===== config.mk =====
export PLATFORM = sky130hd
export DESIGN_NAME = uart_irq_ident
export DESIGN_NICKNAME = d
export VERILOG_FILES = /design/src/rtl/uart_irq_pkg.sv /design/src/rtl/irq_timeout_ctr.sv /design/src/rtl/irq_thre_flag.sv /design/src/rtl/irq_modem_status.sv /design/src/rtl/irq_prioritizer.sv /design/src/rtl/uart_irq_ident.sv
export SDC_FILE = /design/constraint.sdc
export NUM_CORES = 1
export LEC_CHECK = 0
export CAP_MARGIN = 0
export CORE_MARGIN = 10
export CORE_UTILIZATION = 45
export CTS_BUF_LIST = sky130_fd_sc_hd__clkbuf_8
export DETAILED_ROUTE_END_ITERATION = 8
export PLACE_DENSITY_LB_ADDON = 0.2
export SKIP_CTS_REPAIR_TIMING = 1
export SLEW_MARGIN = 10
export SYNTH_ARGS = -nofsm -noshare
export SYNTH_HDL_FRONTEND = slang
export SYNTH_SLANG_ARGS = --single-unit

===== constraint.sdc =====
create_clock -name clk -period 3.6 [get_ports clk]
set_clock_uncertainty 0.1 [all_clocks]
set_input_delay 1.08 -clock clk [delete_from_list [all_inputs] [get_ports clk]]
set_output_delay 1.08 -clock clk [all_outputs]
set_load 0.05 [all_outputs]

===== src/rtl/uart_irq_pkg.sv =====
package uart_irq_pkg;
  typedef enum logic [3:0] {
    IID_MODEM   = 4'h0,
    IID_NONE    = 4'h1,
    IID_THRE    = 4'h2,
    IID_RXDATA  = 4'h4,
    IID_LINE    = 4'h6,
    IID_TIMEOUT = 4'hC
  } iid_e;

  localparam int MC_DTR  = 0;
  localparam int MC_RTS  = 1;
  localparam int MC_OUT1 = 2;
  localparam int MC_OUT2 = 3;
  localparam int MC_LOOP = 4;

  localparam int MS_DCTS = 0;
  localparam int MS_DDSR = 1;
  localparam int MS_TERI = 2;
  localparam int MS_DDCD = 3;
  localparam int MS_CTS  = 4;
  localparam int MS_DSR  = 5;
  localparam int MS_RI   = 6;
  localparam int MS_DCD  = 7;
endpackage


===== src/rtl/irq_timeout_ctr.sv =====
module irq_timeout_ctr #(
  parameter int CT_W    = 8,
  parameter int TO_MULT = 4
) (
  input  logic            clk,
  input  logic            rst_n,
  input  logic            data_ready,
  input  logic            clr,
  input  logic [CT_W-1:0] char_time,
  output logic            timed_out
);
  localparam int MUL_W = $clog2(TO_MULT + 1);
  localparam int TW    = CT_W + MUL_W;

  function automatic logic [TW-1:0] to_limit(input logic [CT_W-1:0] ct);
    return TW'(ct) * TW'(TO_MULT);
  endfunction

  logic [TW-1:0] cnt;
  wire           at_max = &cnt;

  always_ff @(posedge clk or negedge rst_n) begin
    if (!rst_n)                  cnt <= '0;
    else if (clr)                cnt <= '0;
    else if (data_ready && !at_max) cnt <= cnt + 1'b1;
  end

  assign timed_out = cnt >= to_limit(char_time);

  p_clear_r4: assert property (@(posedge clk) disable iff (!rst_n)
    clr |=> cnt == '0);
  p_count_r4: assert property (@(posedge clk) disable iff (!rst_n)
    (data_ready && !clr && !at_max) |=> cnt == $past(cnt) + 1'b1);
  p_hold_r4: assert property (@(posedge clk) disable iff (!rst_n)
    (!data_ready && !clr) |=> $stable(cnt));
endmodule


===== src/rtl/irq_thre_flag.sv =====
module irq_thre_flag (
  input  logic clk,
  input  logic rst_n,
  input  logic load,
  input  logic clear,
  output logic pending
);
  always_ff @(posedge clk or negedge rst_n) begin
    if (!rst_n)     pending <= 1'b0;
    else if (load)  pending <= 1'b1;
    else if (clear) pending <= 1'b0;
  end

  p_set_r5: assert property (@(posedge clk) disable iff (!rst_n)
    load |=> pending);
  p_clear_r5: assert property (@(posedge clk) disable iff (!rst_n)
    (clear && !load) |=> !pending);
endmodule


===== src/rtl/irq_modem_status.sv =====
module irq_modem_status
  import uart_irq_pkg::*;
(
  input  logic       clk,
  input  logic       rst_n,
  input  logic [4:0] mcr,
  input  logic       rd,
  output logic [7:0] msr,
  output logic       delta_any
);
  logic [7:0] lvl_next;
  logic [7:0] msr_loop;

  always_comb begin
    lvl_next          = '0;
    lvl_next[MS_DCD]  = mcr[MC_OUT2];
    lvl_next[MS_RI]   = mcr[MC_OUT1];
    lvl_next[MS_DSR]  = mcr[MC_DTR];
    lvl_next[MS_CTS]  = mcr[MC_RTS];
    msr_loop          = {lvl_next[7:4], msr[3:0]};
    msr_loop[MS_DDCD] = msr[MS_DDCD] | (lvl_next[MS_DCD] ^ msr[MS_DCD]);
    msr_loop[MS_TERI] = msr[MS_TERI] | (msr[MS_RI] & ~lvl_next[MS_RI]);
    msr_loop[MS_DDSR] = msr[MS_DDSR] | (lvl_next[MS_DSR] ^ msr[MS_DSR]);
    msr_loop[MS_DCTS] = msr[MS_DCTS] | (lvl_next[MS_CTS] ^ msr[MS_CTS]);
  end

  always_ff @(posedge clk or negedge rst_n) begin
    if (!rst_n)            msr <= '0;
    else if (rd)           msr <= '0;
    else if (mcr[MC_LOOP]) msr <= msr_loop;
  end

  assign delta_any = |msr[3:0];

  p_read_clear_r11: assert property (@(posedge clk) disable iff (!rst_n)
    rd |=> msr == 8'h00);
  p_no_loop_hold_r11: assert property (@(posedge clk) disable iff (!rst_n)
    (!rd && !mcr[MC_LOOP]) |=> $stable(msr));
  p_ri_trailing_r10: assert property (@(posedge clk) disable iff (!rst_n)
    (!rd && mcr[MC_LOOP] && msr[MS_RI] && !mcr[MC_OUT1]) |=> msr[MS_TERI]);
  p_cts_follow_r9: assert property (@(posedge clk) disable iff (!rst_n)
    (!rd && mcr[MC_LOOP]) |=> msr[MS_CTS] == $past(mcr[MC_RTS]));
endmodule


===== src/rtl/irq_prioritizer.sv =====
module irq_prioritizer
  import uart_irq_pkg::*;
#(
  parameter int CNT_W = 5
) (
  input  logic [3:0]       ier,
  input  logic             line_err,
  input  logic             data_ready,
  input  logic [CNT_W-1:0] rx_count,
  input  logic [1:0]       trig_sel,
  input  logic             timed_out,
  input  logic             thr_empty,
  input  logic             thre_pend,
  input  logic             msr_delta,
  output iid_e             code
);
  function automatic logic [CNT_W-1:0] trig_level(input logic [1:0] sel);
    case (sel)
      2'd0:    return CNT_W'(1);
      2'd1:    return CNT_W'(4);
      2'd2:    return CNT_W'(8);
      default: return CNT_W'(14);
    endcase
  endfunction

  wire src_line = ier[2] && line_err;
  wire src_rx   = ier[0] && data_ready && (rx_count >= trig_level(trig_sel));
  wire src_to   = ier[0] && timed_out;
  wire src_thre = ier[1] && thr_empty && thre_pend;
  wire src_msr  = ier[3] && msr_delta;

  always_comb begin
    if (src_line)      code = IID_LINE;
    else if (src_rx)   code = IID_RXDATA;
    else if (src_to)   code = IID_TIMEOUT;
    else if (src_thre) code = IID_THRE;
    else if (src_msr)  code = IID_MODEM;
    else               code = IID_NONE;
  end
endmodule


===== src/rtl/uart_irq_ident.sv =====
module uart_irq_ident
  import uart_irq_pkg::*;
#(
  parameter int FIFO_DEPTH = 16,
  parameter int CT_W       = 8,
  parameter int TO_MULT    = 4,
  localparam int CNT_W     = $clog2(FIFO_DEPTH + 1)
) (
  input  logic             clk,
  input  logic             rst_n,
  input  logic [3:0]       ier_i,
  input  logic [3:0]       lsr_err_i,
  input  logic             data_ready_i,
  input  logic             thr_empty_i,
  input  logic [CNT_W-1:0] rx_count_i,
  input  logic [1:0]       trig_sel_i,
  input  logic [CT_W-1:0]  char_time_i,
  input  logic [4:0]       mcr_i,
  input  logic             hold_load_i,
  input  logic             hold_write_i,
  input  logic             iir_read_i,
  input  logic             rbr_read_i,
  input  logic             rx_push_i,
  input  logic             msr_read_i,
  output logic [7:0]       iir_o,
  output logic [7:0]       msr_o,
  output logic             irq_o
);
  logic timed_out;
  logic thre_pend;
  logic msr_delta;
  iid_e code;

  wire to_clear   = rbr_read_i | rx_push_i;
  wire thre_clear = hold_write_i | iir_read_i;

  irq_timeout_ctr #(.CT_W(CT_W), .TO_MULT(TO_MULT)) u_timeout (
    .clk(clk), .rst_n(rst_n), .data_ready(data_ready_i), .clr(to_clear),
    .char_time(char_time_i), .timed_out(timed_out)
  );

  irq_thre_flag u_thre (
    .clk(clk), .rst_n(rst_n), .load(hold_load_i), .clear(thre_clear),
    .pending(thre_pend)
  );

  irq_modem_status u_msr (
    .clk(clk), .rst_n(rst_n), .mcr(mcr_i), .rd(msr_read_i),
    .msr(msr_o), .delta_any(msr_delta)
  );

  irq_prioritizer #(.CNT_W(CNT_W)) u_prio (
    .ier(ier_i), .line_err(|lsr_err_i), .data_ready(data_ready_i),
    .rx_count(rx_count_i), .trig_sel(trig_sel_i), .timed_out(timed_out),
    .thr_empty(thr_empty_i), .thre_pend(thre_pend), .msr_delta(msr_delta),
    .code(code)
  );

  assign iir_o = {4'b1100, code};

  always_ff @(posedge clk or negedge rst_n) begin
    if (!rst_n) irq_o <= 1'b0;
    else        irq_o <= (code != IID_NONE);
  end

  p_line_first_r2: assert property (@(posedge clk) disable iff (!rst_n)
    (ier_i[2] && |lsr_err_i) |-> iir_o[3:0] == 4'h6);
  p_modem_last_r6: assert property (@(posedge clk) disable iff (!rst_n)
    (!ier_i[3]) |-> iir_o[3:0] != 4'h0);
  p_irq_lag_r8: assert property (@(posedge clk) disable iff (!rst_n)
    (iir_o[0] == 1'b0) |=> irq_o);
endmodule


======== Yosys cells after proc, flatten, opt, wreduce, memory -nomap -nowiden ========
Index checks and enable logic that the tools add are counted.
word-level totals
  memories ................................ 0
  bits in latches ......................... 0
  word-level logic and storage cells ...... 49
  memory bits (writable) .................. 0
  bits in registers ....................... 21
  bits in read-only memories .............. 0
operators by class
  shift operators ......................... 0
  bitwise gates (word level) .............. 11
  add/subtract/negate cells ............... 1
  muxes and demuxes ....................... 12
  multiply operators ...................... 0
  div/mod/pow operators ................... 0
  reductions and logical operators ........ 16
  eq/ne operators ......................... 3
  magnitude comparators ................... 2
operators with widths
  kind                     count
  $mux W11                 2
  $mux W4                  4
  $mux W8                  2
  $pmux W4 S3              1
  $add A11 B1 Y11 const B  1
  $ge A11 B10 Y1           1
  $reduce_and A11 Y1       1
  $logic_and A1 B1 Y1      8
  $reduce_or A4 Y1         2
  $or A1 B1 Y1             6
  $reduce_bool A2 Y1       3
  $ge A5 B4 Y1             1
  $ne A4 B1 Y1 const B     1
  $mux W1                  3
  $xor A1 B1 Y1            3
  $eq A2 B1 Y1 const B     1
  $eq A2 B2 Y1 const B     1
  $logic_not A2 Y1         1
  $and A1 B1 Y1            1
  $logic_not A1 Y1         1
  $not A1 Y1               1

======== Depth between registers and ports, before layout ========
  depth in word-level cells ............... 8
  depth in mapped cells ................... 7

======== Modules after synthesis ========
Synthesis repeated with hierarchy kept, for this count alone.
unflattened totals
  cells, all modules ...................... 160
  area, all modules ....................... 1516.5 sq um
by module, submodules not included
  module            sequential area each (sq um)  area an instance (sq um)  cells an instance  instances
  irq_timeout_ctr   275.3                         829.5                     88                 1
  irq_modem_status  200.2                         389.1                     32                 1
  irq_prioritizer   0.0                           168.9                     26                 1
  uart_irq_ident    25.0                          92.6                      11                 1
  irq_thre_flag     25.0                          36.3                      3                  1

======== Least setup slack after synthesis ========
Ideal clock, no wire load.
  path type ............................... input -> output
  start ................................... input port trig_sel_i[1]
  end ..................................... output port iir_o[1]
  arrival time ............................ 3.345 ns
  buffers on the path ..................... 0
  path slack .............................. -0.925 ns
  stages on the path ...................... 7
  cell sequence ........................... nor2_1 ha_1 nand2b_1 a21o_1 a2111oi_4 nor2_1 o31ai_1
on the way
  cells in the longest elaborated chain, start to end .. 6
RTL lines
  what                                        line                   RTL
  from (decl)                                 uart_irq_ident.sv:16   input logic [1:0] trig_sel_i,
  $eq A2 B2 Y1, or another cell as far along  irq_prioritizer.sv:18  case (sel)
  $pmux W4 S3 *                               irq_prioritizer.sv:18
  $ge A5 B4 Y1 *                              irq_prioritizer.sv:27  wire src_rx = ier[0] && data_ready && (rx_count >= trig_level(trig_sel));
  $logic_and A1 B1 Y1 *                       irq_prioritizer.sv:27
  $mux W4 *                                   irq_prioritizer.sv:34  else if (src_rx) code = IID_RXDATA;
  $mux W4 *                                   irq_prioritizer.sv:33  if (src_line) code = IID_LINE;
  to (decl)                                   uart_irq_ident.sv:25   output logic [7:0] iir_o,
Every way passes the cells marked *; elsewhere a longest branch is shown, timed or not.

======== Worst setup path after layout ========
  start ................................... input port trig_sel_i[0]
  end ..................................... output port iir_o[0]
Same word-level chain as after synthesis.

==> results.sh <==
export IMPL_outcome="finished, violations left"
export IMPL_violations="negative setup slack"
export IMPL_slew_viol_final=0
export IMPL_cts_tree="yes"
export IMPL_grt_ovfl_total=0
export IMPL_synth_adder_area_share_pct=12.6
export IMPL_clk_pin_slew_worst_paths_ns=0.08
export IMPL_first_global_vias=1286
export IMPL_avgSynthCellArea_sq_um=9.12
export IMPL_yosys_top_cells_area="dfrtp_1, ha_1, nor2_1, xor2_1, inv_1"
export IMPL_ys_types=38
export IMPL_power_density_mw_per_mm2=266
export IMPL_synth_top_area_cell="dfrtp_1"
export IMPL_hold_path_class="reg -> reg"
export IMPL_critical_path_class="in -> out"
export IMPL_grt_max_degree=22
export IMPL_drive_above_1_share_pct=25.2
export IMPL_die_y_um=75.7
export IMPL_worstPathRequired_ns=2.42
export IMPL_dr_pass1_iters=4
export IMPL_synth_top_family_by_area="simple AND/OR/NAND/NOR gates"
export IMPL_rsz0062_at_grt="yes"
export IMPL_endpoint="iir_o[0]"
export IMPL_cp_end_kind="primary output"
export IMPL_routed_via_density=5.35
export IMPL_post_route_period_util_pct=110
export IMPL_seq_area_frac_synth_pct=37.7
export IMPL_numCtsBuffers=3
export IMPL_yosys_warnings=0
export IMPL_wl_per_cell_um=17.0
export IMPL_ys_ff_latch=21
export IMPL_worstReg2RegEnd="irq_o$_DFF_PN0_"
export IMPL_globalplace_congestion=0.779
export IMPL_finalHoldViolCount=0
export IMPL_tightest_slew_ns=0.955
export IMPL_fmax_mhz=252
export IMPL_synthMuxAreaShare_pct=2.87
export IMPL_reg2reg_from="u_timeout.cnt[2]$_DFFE_PN0P_"
export IMPL_synth_top_cell_area_share_pct=37.7
export IMPL_drt_iter0_markers=48
export IMPL_dpl_cell_area_sq_mm=0.00202
export IMPL_wirelength_um=4130
export IMPL_slew_headroom_pct=36.1
export IMPL_rr_worst_depth=8
export IMPL_fin_crit_ns=3.97
export IMPL_crit_slowest_cell="a2111oi_4"
export IMPL_synth_compound_area_share_pct=14.3
export IMPL_grt_pass1_wl_um=5660
export IMPL_portBuffers=50
export IMPL_detail_route_antenna_nets=0
export IMPL_crit_chain="buf_8, nor2_4, ha_4, nand2b_4, a21o_1, a2111oi_4, o21a_2, and4_4, buf_12"
export IMPL_dp_slack_ns=-0.745
export IMPL_track_usage_pct=12.8
export IMPL_core_area_sq_mm=0.00300
export IMPL_finalSetupViolations=4
export IMPL_tns_ns=-1.27
export IMPL_drc=0
export IMPL_synthSimpleGateAreaFrac_pct=18.5
export IMPL_startpoint_type="primary input"
export IMPL_critPathMaxFanout=4
export IMPL_synth_xor_area_share_pct=6.28
export IMPL_p_leak_nw=1.07
export IMPL_slowest_delay_ns=0.38
export IMPL_r2r_slack_ns=1.74
export IMPL_vias=1299
export IMPL_cts_max_level=1
export IMPL_cts_path_max_buffers=2
export IMPL_final_nets=263
export IMPL_syn_inst=153
export IMPL_fp_dieArea_sq_mm=0.00573
export IMPL_insertion_delay_ns=0.26
export IMPL_start_util_pct=46.5
export IMPL_final_area_sq_mm=0.00226
export IMPL_syn_area_sq_mm=0.00140
export IMPL_ir_drop_mv=0.262
export IMPL_antenna_found_initial=0
export IMPL_worstPathArrival_ns=2.79
export IMPL_antenna_cells=0
export IMPL_dp_hpwl_um=3100
export IMPL_max_cap_violations=0
export IMPL_die_w_um=75.7
export IMPL_setup_ws_ns=-0.366
export IMPL_area_growth_pct=62.2
export IMPL_final_util_pct=75.3
export IMPL_num_rows=20
export IMPL_io_pins=55
export IMPL_clock_sinks=21
export IMPL_clock_root_buffer="clkbuf_8"
export IMPL_crit_start="trig_sel_i[0]"
[layout make-up]
class                           instances  area, sq um
Sequential cell                        21          526
Clock buffer                            3         41.3
Multi-Input combinational cell        111          951
Tap cell                               33         41.3
Inverter                               15         56.3
Fill cell                             221          741
Clock inverter                          1         5.00
Timing Repair Buffer                   59          642
[registers in the layout, summed over array words and instances (netlist names)]
register        cells
irq_o               1
u_msr.msr           8
u_thre.pending      1
u_timeout.cnt      11
[metal layers]
layer  wire [um]  vias to the layer above  GRT usage (%)
met4          42                        0           3.71
met5           0                        -              0
met2        2110                       39           22.8
met3         291                        4           4.17
li1            -                      633              -
met1        1690                      623           14.2
[worst min-delay path by stage]
stage,start,end,cells past startpoint
finish,u_thre.pending$_DFFE_PN0P_,u_thre.pending$_DFFE_PN0P_,1
floorplan,u_thre.pending$_DFFE_PN0P_,u_thre.pending$_DFFE_PN0P_,1
global placement,u_thre.pending$_DFFE_PN0P_,u_thre.pending$_DFFE_PN0P_,1
global route,u_thre.pending$_DFFE_PN0P_,u_thre.pending$_DFFE_PN0P_,1
detailed placement,u_thre.pending$_DFFE_PN0P_,u_thre.pending$_DFFE_PN0P_,1
CTS,u_thre.pending$_DFFE_PN0P_,u_thre.pending$_DFFE_PN0P_,1
[logic make-up (layout without fill, tap and decap cells)]
| logic type | Yosys count | after routing |
|---|---|---|
| and+or+nand+nor | 53 | 53 |
| AOI/OAI and AO/OA | 26 | 26 |
| buffers and inverters | 23 | 78 |
| DFF | 21 | 21 |
| adders and majority gates | 14 | 14 |
| xor gates and xnor gates | 10 | 10 |
| muxes | 4 | 4 |
| other | 2 | 4 |
[worst max-delay path: cells and delay by family]
family / cells / cell delay [ns]
buffers and inverters: 2 / 0.23
AO/OA/AOI/OAI: 3 / 0.81
adder cells (fa/ha/maj): 1 / 0.20
AND/OR/NAND/NOR: 3 / 0.46
[cell usage in the layout, fill, tap and decap left out, drive strengths merged, types with 7 or more instances in the layout]
cell           Yosys  layout
clkdlybuf4s50      0      34
nor2              22      22
dfrtp             21      21
inv               15      15
buf                6      15
ha                14      14
dlymetal6s2s       0      10
xor2               8       8
nand2              8       8
a21oi              7       7
[metrics by stage]
| step | hold WS, ns | std cells | power [mW] |
|---|---|---|---|
| 2_1_floorplan | 0.350 | 155 | 0.350 |
| 3_3_place_gp | 0.375 | 239 | 0.432 |
| 3_5_place_dp | 0.385 | 239 | 0.437 |
| 4_1_cts | 0.403 | 243 | 0.592 |
| 5_1_grt | 0.421 | 243 | 0.631 |
| 6_report | 0.399 | 243 | 0.601 |
[Yosys cell counts]
| library cell | count |
|---|---|
| nor3_2 | 1 |
| a31oi_1 | 3 |
| mux2i_1 | 4 |
| nand4_1 | 4 |
| o211ai_1 | 1 |
| a2111oi_4 | 1 |
| buf_4 | 4 |
| ha_1 | 14 |
| and3_1 | 3 |
| a21oi_1 | 7 |
| and4_1 | 1 |
| buf_1 | 1 |
| xor2_1 | 8 |
| nor2_1 | 22 |
| a211o_1 | 1 |
| xnor2_1 | 2 |
| nand3b_1 | 1 |
| nand2_1 | 8 |
| nor2b_1 | 2 |
| o311ai_0 | 1 |
| o21a_2 | 1 |
| o21ai_0 | 1 |
| conb_1 | 2 |
| nand3_1 | 6 |
| and2_1 | 1 |
| o31ai_1 | 3 |
| or3_1 | 1 |
| o41ai_1 | 2 |
| clkbuf_1 | 2 |
| or2_2 | 1 |
| inv_1 | 15 |
| and2_2 | 1 |
| a21o_1 | 3 |
| buf_2 | 1 |
| o21a_1 | 1 |
| o31a_1 | 1 |
| nand2b_1 | 1 |
| dfrtp_1 | 21 |
[power by group]
| part | switching (mW) | internal, mW |
|---|---|---|
| Clock | 0.0771 | 0.0770 |
| Sequential | 0.00682 | 0.244 |
| Combinational | 0.102 | 0.0943 |
| Total | 0.186 | 0.415 |
Power figures use the tool's default switching activity.
